$ cat src/rtl/lane_reset_pkg.sv
// Shared types for the lane reset sequencer.
// Assumes: the phase encoding is visible at the top-level port and is fixed.
package lane_reset_pkg;

    typedef enum logic [1:0] {
        PH_QUIET  = 2'd0,
        PH_DETECT = 2'd1,
        PH_POLL   = 2'd2
    } link_phase_t;

    localparam logic [2:0] RCV_FOUND_CODE = 3'd3;

endpackage

$ cat src/rtl/hold_timer.sv
// Stability window counter. It counts consecutive clock edges on which
// `level` is high and raises `done` once LIMIT such edges have been seen.
// Any low sample, or reset, clears the run. The count saturates at LIMIT.
// Assumes: LIMIT >= 1; synchronous active-low reset.
module hold_timer #(
    parameter int unsigned LIMIT = 127
) (
    input  logic clk,
    input  logic rst_n,
    input  logic level,
    output logic done
);
    localparam int unsigned CW = $clog2(LIMIT + 1);
    localparam logic [CW-1:0] TOP = CW'(LIMIT);

    logic [CW-1:0] run_q;

    // Count the unbroken run of high samples, saturating at the limit.
    always_ff @(posedge clk) begin
        if (!rst_n || !level) begin
            run_q <= '0;
        end else if (run_q != TOP) begin
            run_q <= run_q + 1'b1;
        end
    end

    // Window complete once the run reaches the limit.
    assign done = (run_q == TOP);

    // the run counter never passes its limit, so a restart is always from a bounded value
    assert_count_bound_R7: assert property (@(posedge clk) disable iff (!rst_n)
        run_q <= TOP);

endmodule

$ cat src/rtl/link_phase_fsm.sv
// Simplified link bring-up phases: quiet -> detect on receive PLL lock,
// detect -> polling on a receiver-found PHY strobe. Lock loss drops to quiet.
// Assumes: det_strobe is qualified by det_code in the same cycle.
module link_phase_fsm
    import lane_reset_pkg::*;
(
    input  logic        clk,
    input  logic        rst_n,
    input  logic        rx_lock_in,
    input  logic        det_strobe,
    input  logic [2:0]  det_code,
    output link_phase_t phase
);
    link_phase_t phase_q, phase_d;
    logic        found;

    // A receiver is found only when the strobe and code 3 coincide.
    assign found = det_strobe && (det_code == RCV_FOUND_CODE);

    // Next-phase selection.
    always_comb begin
        phase_d = phase_q;
        case (phase_q)
            PH_QUIET:  if (rx_lock_in) phase_d = PH_DETECT;
            PH_DETECT: if (!rx_lock_in) phase_d = PH_QUIET;
                       else if (found) phase_d = PH_POLL;
            PH_POLL:   if (!rx_lock_in) phase_d = PH_QUIET;
            default:   phase_d = PH_QUIET;
        endcase
    end

    // Phase register with synchronous reset to quiet.
    always_ff @(posedge clk) begin
        if (!rst_n) phase_q <= PH_QUIET;
        else        phase_q <= phase_d;
    end

    assign phase = phase_q;

    // leaving quiet for detect needs receive lock at that edge
    assert_quiet_exit_R4: assert property (@(posedge clk) disable iff (!rst_n)
        (phase_q == PH_DETECT && $past(phase_q) == PH_QUIET) |-> $past(rx_lock_in));

    // polling is entered only on a strobe carrying code 3
    assert_poll_entry_R5: assert property (@(posedge clk) disable iff (!rst_n)
        (phase_q == PH_POLL && $past(phase_q) != PH_POLL) |->
            ($past(det_strobe) && $past(det_code) == 3'd3));

    // losing receive lock forces the quiet phase
    assert_lock_loss_R8: assert property (@(posedge clk) disable iff (!rst_n)
        !rx_lock_in |=> phase_q == PH_QUIET);

endmodule

$ cat src/rtl/lane_reset_sequencer.sv
// Top of the lane reset sequencer. It releases the SERDES and the application
// status after board reset, releases transmit digital reset after a PLL lock
// window, and releases receive digital reset after the bring-up FSM reaches
// polling and signal detect has been stable for SIG_CYCLES.
// Assumes: all inputs are synchronous to clk; synchronous active-low reset.
module lane_reset_sequencer
    import lane_reset_pkg::*;
#(
    parameter int unsigned TX_LOCK_CYCLES = 127,
    parameter int unsigned CLK_KHZ        = 100000,
    parameter int unsigned SIG_CYCLES     = CLK_KHZ * 3
) (
    input  logic       clk,
    input  logic       rst_n,
    input  logic       tx_lock_in,
    input  logic       rx_lock_in,
    input  logic       det_strobe,
    input  logic [2:0] det_code,
    input  logic       sig_present,
    output logic       serdes_hold,
    output logic       tx_core_hold,
    output logic       rx_core_hold,
    output logic       app_hold,
    output logic [1:0] link_phase
);
    logic        serdes_q;
    logic        app_q;
    logic        tx_done;
    logic        rx_done;
    logic        tx_run;
    logic        rx_run;
    link_phase_t phase;

    // SERDES reset follows the board reset, released one edge after it.
    always_ff @(posedge clk) begin
        if (!rst_n) serdes_q <= 1'b1;
        else        serdes_q <= 1'b0;
    end

    // Application reset status, released on the same edge as the SERDES.
    always_ff @(posedge clk) begin
        if (!rst_n) app_q <= 1'b1;
        else        app_q <= 1'b0;
    end

    // Transmit lock window counts only once the SERDES is out of reset.
    assign tx_run = tx_lock_in && !serdes_q;

    hold_timer #(.LIMIT(TX_LOCK_CYCLES)) u_tx_window (
        .clk   (clk),
        .rst_n (rst_n),
        .level (tx_run),
        .done  (tx_done)
    );

    link_phase_fsm u_phase (
        .clk        (clk),
        .rst_n      (rst_n),
        .rx_lock_in (rx_lock_in),
        .det_strobe (det_strobe),
        .det_code   (det_code),
        .phase      (phase)
    );

    // Signal-detect window runs only in polling with lock still held.
    assign rx_run = sig_present && rx_lock_in && (phase == PH_POLL);

    hold_timer #(.LIMIT(SIG_CYCLES)) u_rx_window (
        .clk   (clk),
        .rst_n (rst_n),
        .level (rx_run),
        .done  (rx_done)
    );

    assign serdes_hold  = serdes_q;
    assign app_hold     = app_q;
    assign tx_core_hold = !tx_done;
    assign rx_core_hold = !(rx_done && (phase == PH_POLL));
    assign link_phase   = phase;

    // once reset was high at the previous edge, SERDES and application are free
    assert_release_R2: assert property (@(posedge clk) disable iff (!rst_n)
        $past(rst_n) |-> (!serdes_hold && !app_hold));

    // transmit reset is released only if lock was present at the last edge
    assert_tx_lock_R3: assert property (@(posedge clk) disable iff (!rst_n)
        !tx_core_hold |-> $past(tx_lock_in));

    // receive reset is released only in polling with signal detect at the last edge
    assert_rx_release_R6: assert property (@(posedge clk) disable iff (!rst_n)
        !rx_core_hold |-> (link_phase == 2'd2 && $past(sig_present)));

endmodule

$ cat config.mk
export PLATFORM = sky130hd
export DESIGN_NAME = lane_reset_sequencer
export DESIGN_NICKNAME = d
export VERILOG_FILES = /design/src/rtl/lane_reset_pkg.sv /design/src/rtl/hold_timer.sv /design/src/rtl/link_phase_fsm.sv /design/src/rtl/lane_reset_sequencer.sv
export SDC_FILE = /design/constraint.sdc
export NUM_CORES = 1
export LEC_CHECK = 0
export ABC_CLOCK_PERIOD_IN_PS = 1750
export CAP_MARGIN = 25
export CORE_UTILIZATION = 30
export CTS_BUF_LIST = sky130_fd_sc_hd__clkbuf_8 sky130_fd_sc_hd__clkbuf_16
export CTS_CLUSTER_DIAMETER = 50
export CTS_CLUSTER_SIZE = 10
export DETAILED_ROUTE_END_ITERATION = 7
export HOLD_SLACK_MARGIN = 0.1
export PLACE_DENSITY = 0.58
export SLEW_MARGIN = 20
export SYNTH_ARGS = -nofsm -noshare
export SYNTH_HDL_FRONTEND = slang
export SYNTH_SLANG_ARGS = --single-unit
export TNS_END_PERCENT = 100
$ cat constraint.sdc
create_clock -name clk -period 1.75 [get_ports clk]
set_input_delay 0.35 -clock clk [delete_from_list [all_inputs] [get_ports clk]]
set_output_delay 0.35 -clock clk [all_outputs]
set_load 0.005 [all_outputs]
# Word-level counts from Yosys, hierarchy flattened

Cells that the tools add are included.

Input bits: 9
Register bits: 29
Output and inout bits: 6

Equal/unequal tests: 10
Add/subtract/negate cells: 2
Muxes and demuxes: 6
Reductions and logical operators: 15

Operators by type and width:

| kind                                                            | count |
|---|---|
| 19-bit by 1-bit adder with 19-bit output, second input constant | 1 |
| 19-bit == test, second input constant                           | 1 |
| 19-bit != test, second input constant                           | 1 |
| 2-bit 2-to-1 mux                                                | 4 |
| 7-bit by 1-bit adder with 7-bit output, second input constant   | 1 |
| 7-bit == test, second input constant                            | 1 |
| 7-bit != test, second input constant                            | 1 |
| 1-bit zero test                                                 | 6 |
| 2-bit one-hot mux with 3 select lines                           | 1 |
| 1-bit logical AND                                               | 5 |
| 2-bit != test, second input constant                            | 2 |
| 3-bit by 2-bit == test with 1-bit output, second input constant | 1 |
| 3-bit by 2-bit != test with 1-bit output, second input constant | 1 |
| 3-bit AND reduction                                             | 1 |
| 2-bit by 1-bit == test with 1-bit output, second input constant | 1 |
| 2-bit == test, second input constant                            | 1 |
| 2-bit zero test                                                 | 1 |
| 1-bit logical OR                                                | 2 |
| 1-bit 2-to-1 mux                                                | 1 |

# Depth between registers and ports, before layout

Word-level depth: 5
Gate-level depth with buffers: 6
Mapped depth without buffers: 6

# Hierarchy

From an unflattened synthesis, not the netlist that was laid out.

Cell total of the unflattened synthesis: 160
Area total of the unflattened synthesis: 1421.4 sq um

Modules (own cells, without submodules):

| module                    | instances | cells an instance | sequential area each (sq um) | area each (sq um) |
|---|---|---|---|---|
| hold_timer at u_rx_window | 1         | 109               | 380.4                        | 929.6 |
| hold_timer at u_tx_window | 1         | 35                | 140.1                        | 331.6 |
| link_phase_fsm            | 1         | 9                 | 40.0                         | 101.3 |
| lane_reset_sequencer      | 1         | 7                 | 20.0                         | 58.8 |

# Least setup slack after synthesis

No wires, ideal clock.

Path kind: reg-to-output
Start: reg u_rx_window.run_q[0]
End: out rx_core_hold
Data required time: 1.400 ns
Data arrival time: 1.266 ns
Path slack: 0.134 ns
Cell stages (with the launch flop): 7
Path buffers: 0
Cell sequence: dfxtp_1 inv_1 ha_1 nor4bb_1 nand4_1 nor2_1 nand2_1

Cells in the longest elaborated chain, start to end: 3

Ends and longest elaborated chain:

| what                   | line                       | text |
|---|---|---|
| from (decl)            | hold_timer.sv:16           | `logic [CW-1:0] run_q;` |
| from (signal assigned) | hold_timer.sv:23           | `run_q <= run_q + 1'b1;` |
| 19-bit == test         | hold_timer.sv:28           | `assign done = (run_q == TOP);` |
| 1-bit logical AND      | lane_reset_sequencer.sv:78 | `assign rx_core_hold = !(rx_done && (phase == PH_POLL));` |
| 1-bit zero test        | lane_reset_sequencer.sv:78 |  |
| to (decl)              | lane_reset_sequencer.sv:22 | `output logic rx_core_hold,` |

No other way between the ends.

# Final worst setup path

Same ends and word-level chain as after synthesis.

==> metrics.yaml <==
synth.area.mux_share_pct: 0.721
synth_top_family_by_area: "simple AND/OR/NAND/NOR gates"
wl_per_cell_um: 11.8
grt_pass1_vias: 1258
grt_max_degree: 20
status: "complete, but fails checks"
critPathMaxFanout: 2
grt-ovfl-total: 0
critPathLaunch: "u_rx_window.run_q[0]"
cp_data_arrival_time_ns: 1.46
p_per_area_nw_per_um2: 652
tns_ns: -0.0633
initial_core_util_pct: 31.4
die_w_um: 70.0
worst_hold_path_type: "register to register"
gp_congestion: 0.821
area_growth_pct: 45.3
clock_latency_ns: 0.28
synth_cell_type_count: 41
place_inst: 249
synthAdderAreaFrac_pct: 2.71
via_count: 1255
antennaDiodeCount: 0
drc: 0
die_area_um2: 4900
setup_violations: 1
instances_no_fill: 261
relSlewSlack_pct: 69.0
final_layout_size_suffix_gt1_share_pct: 33.0
async_reset_ff_share_pct: 0
io_buffers: 14
vias_per_cell: 4.81
seq_area_frac_synth_pct: 41.8
die_h_um: 70.0
ctsHtreeMaxLevel: 2
row_count: 24
ios: 15
fmax_ghz: 0.551
crit_required_ns: 1.40
cts_root_buffer: "clkbuf_8"
cts_tree: "yes"
critPathLaunchType: "register"
wirelength_mm: 3.07
maxCapViolations: 0
synth_compound_area_share_pct: 8.84
violations: "negative setup slack"
hold_viol_final: 0
syn_area_per_cell_um2: 9.01
cts_buffer_depth: 2
globalRouteTotalUtil_pct: 14.4
synth_edf_count: 0
path_class: "register to output port"
postCtsHoldBufs: 0
finalCriticalPeriod_ns: 1.81
first_pass_iters: 4
core_area_um2: 4410
synth-simple-area-share_pct: 33.1
worstReg2RegStart: "u_rx_window.run_q[0]"
clock_skew_ns: 0.00410
clkSinkCount: 29
grt_pass1_wl_mm: 5.55
setup_ws_ns: -0.0633
holdCritStartpoint: "u_phase.phase[1]"
tightest_slew_ns: 0.461
ir_worst_vdd_mv: 0.451
numCtsBuffers: 5
rsz0062_at_grt: "yes"
dp_hpwl_mm: 2.23
ys_ff_latch: 29
synth_area_um2: 1390
leakage_nw: 0.769
drt_iter0_markers: 39
nNetsFinal: 220
synth_xor_area_share_pct: 9.47
finalMaxSlewViolations: 0
pre_cts_ws_ns: -0.311
syn-num-nets: 166
clk_pin_slew_ns: 0.07
cp-end-kind: "output port"
antenna_left: 0
post-route-period-util_pct: 104
antenna_found_initial: 0
syn_inst: 154
yosys_most_used_dff: "dfxtp_1"
synth_warnings: 0
cell usage after synthesis (3+ instances only):
cell type  count  area share, %
nor3_1         6            2.2
ha_1           3            2.7
dfxtp_1       29             42
nor4_1         4            1.8
xor2_1         5            3.2
or3_1          3            1.4
nand3_1        9            3.2
inv_1          7            1.9
a31oi_1        4            1.8
nand2_1        5            1.4
o21ai_0        3            1.1
a21oi_1        5            1.8
xnor2_1       10            6.3
nor2_1        19            5.1
nand4_1        9            4.1
path summary, 6_finish.rpt:
check                                to  depth (start not counted)  slack [ns]
setup / recovery           rx_core_hold                          7       -0.06
hold reg to reg        u_phase.phase[0]                          1        0.47
setup reg to reg  u_rx_window.run_q[18]                          6        0.11
hold / removal         u_phase.phase[0]                          1        0.47
cell usage in the layout, fill, tap and decap left out, types with 2 or more instances in the layout:
cell / netlist / final
o21ai_0: 3 / 3
clkbuf_8: 0 / 7
and3_4: 2 / 3
xor2_1: 5 / 5
inv_1: 7 / 5
nor2b_1: 2 / 2
xnor2_1: 10 / 10
nor3_1: 6 / 6
dfxtp_1: 29 / 25
clkdlybuf4s50_1: 0 / 12
nand3_1: 9 / 9
nor2_2: 0 / 2
inv_2: 0 / 2
or3_1: 3 / 3
nand4_1: 9 / 9
nand4_4: 1 / 2
dfxtp_2: 0 / 4
buf_4: 1 / 37
a21oi_1: 5 / 5
nor4_1: 4 / 4
a31oi_1: 4 / 4
o21bai_1: 2 / 2
nor2_1: 19 / 17
nand2_1: 5 / 5
final cells by class:
type	instances	area (um2)
fill	420	2400
multi-input combinational	114	825
sequential	29	586
timing repair buffer	51	413
clock buffer	7	96.3
tap	52	65.1
inverter	7	26.3
clock inverter	1	5.00
where the power goes:
part | switching [mW] | internal, mW | total [mW] | leakage [nW]
Sequential | 0.00247 | 0.664 | 0.667 | 0.236
Combinational | 0.0103 | 0.0280 | 0.0383 | 0.478
Clock | 0.254 | 0.355 | 0.609 | 0.0542
worst max-delay path: stages, from the launching register on:
cell and delay [ns]:
dfxtp_2 0.32, inv_2 0.07, ha_4 0.11, nor4bb_4 0.21, nand4_1 0.16, nor2_2 0.13, nand2_1 0.06, buf_2 0.12
what timing repair did:
item / in CTS / in global routing
gates resized for setup: 19 / 5
pin swaps: 5 / 2
setup buffers: 2 / 2
setup endpoints to repair: 2 / 4
stage by stage:
stage | power (mW) | cell area [um2] | hold WS (ns) | utilization, %
floorplan | 0.691 | 1390 | 0.407 | -
global placement | 0.719 | 1820 | 0.459 | 41.2
detailed placement | 0.719 | 1820 | 0.468 | 41.2
CTS | 1.34 | 1980 | 0.475 | 44.9
global route | 1.37 | 2020 | 0.500 | 45.7
finish | 1.31 | 2020 | 0.471 | 45.7
per-layer routing:
layer  vias to the layer above  track usage [%]  wire length, um
li1                        667                -                -
met1                       570             18.0             1560
met2                        11             21.3             1350
met5                         -                0                0
met4                         0             10.2               89
met3                         7             3.75               69
sequential cells by signal (all words and copies together) (netlist names):
register           cells
u_tx_window.run_q      7
u_rx_window.run_q     19
app_hold               1
u_phase.phase          2
cells by family (layout without fill, tap and decap cells):
logic type	count (synthesis)	in the layout
AND/OR/NAND/NOR	76	76
flip-flops	29	29
AO/OA/AOI/OAI	19	19
XOR/XNOR	15	15
buffers and inverters	11	66
adder cells (fa/ha/maj)	3	3
multiplexers	1	1
Note: power is estimated with default switching activity, not from simulation.
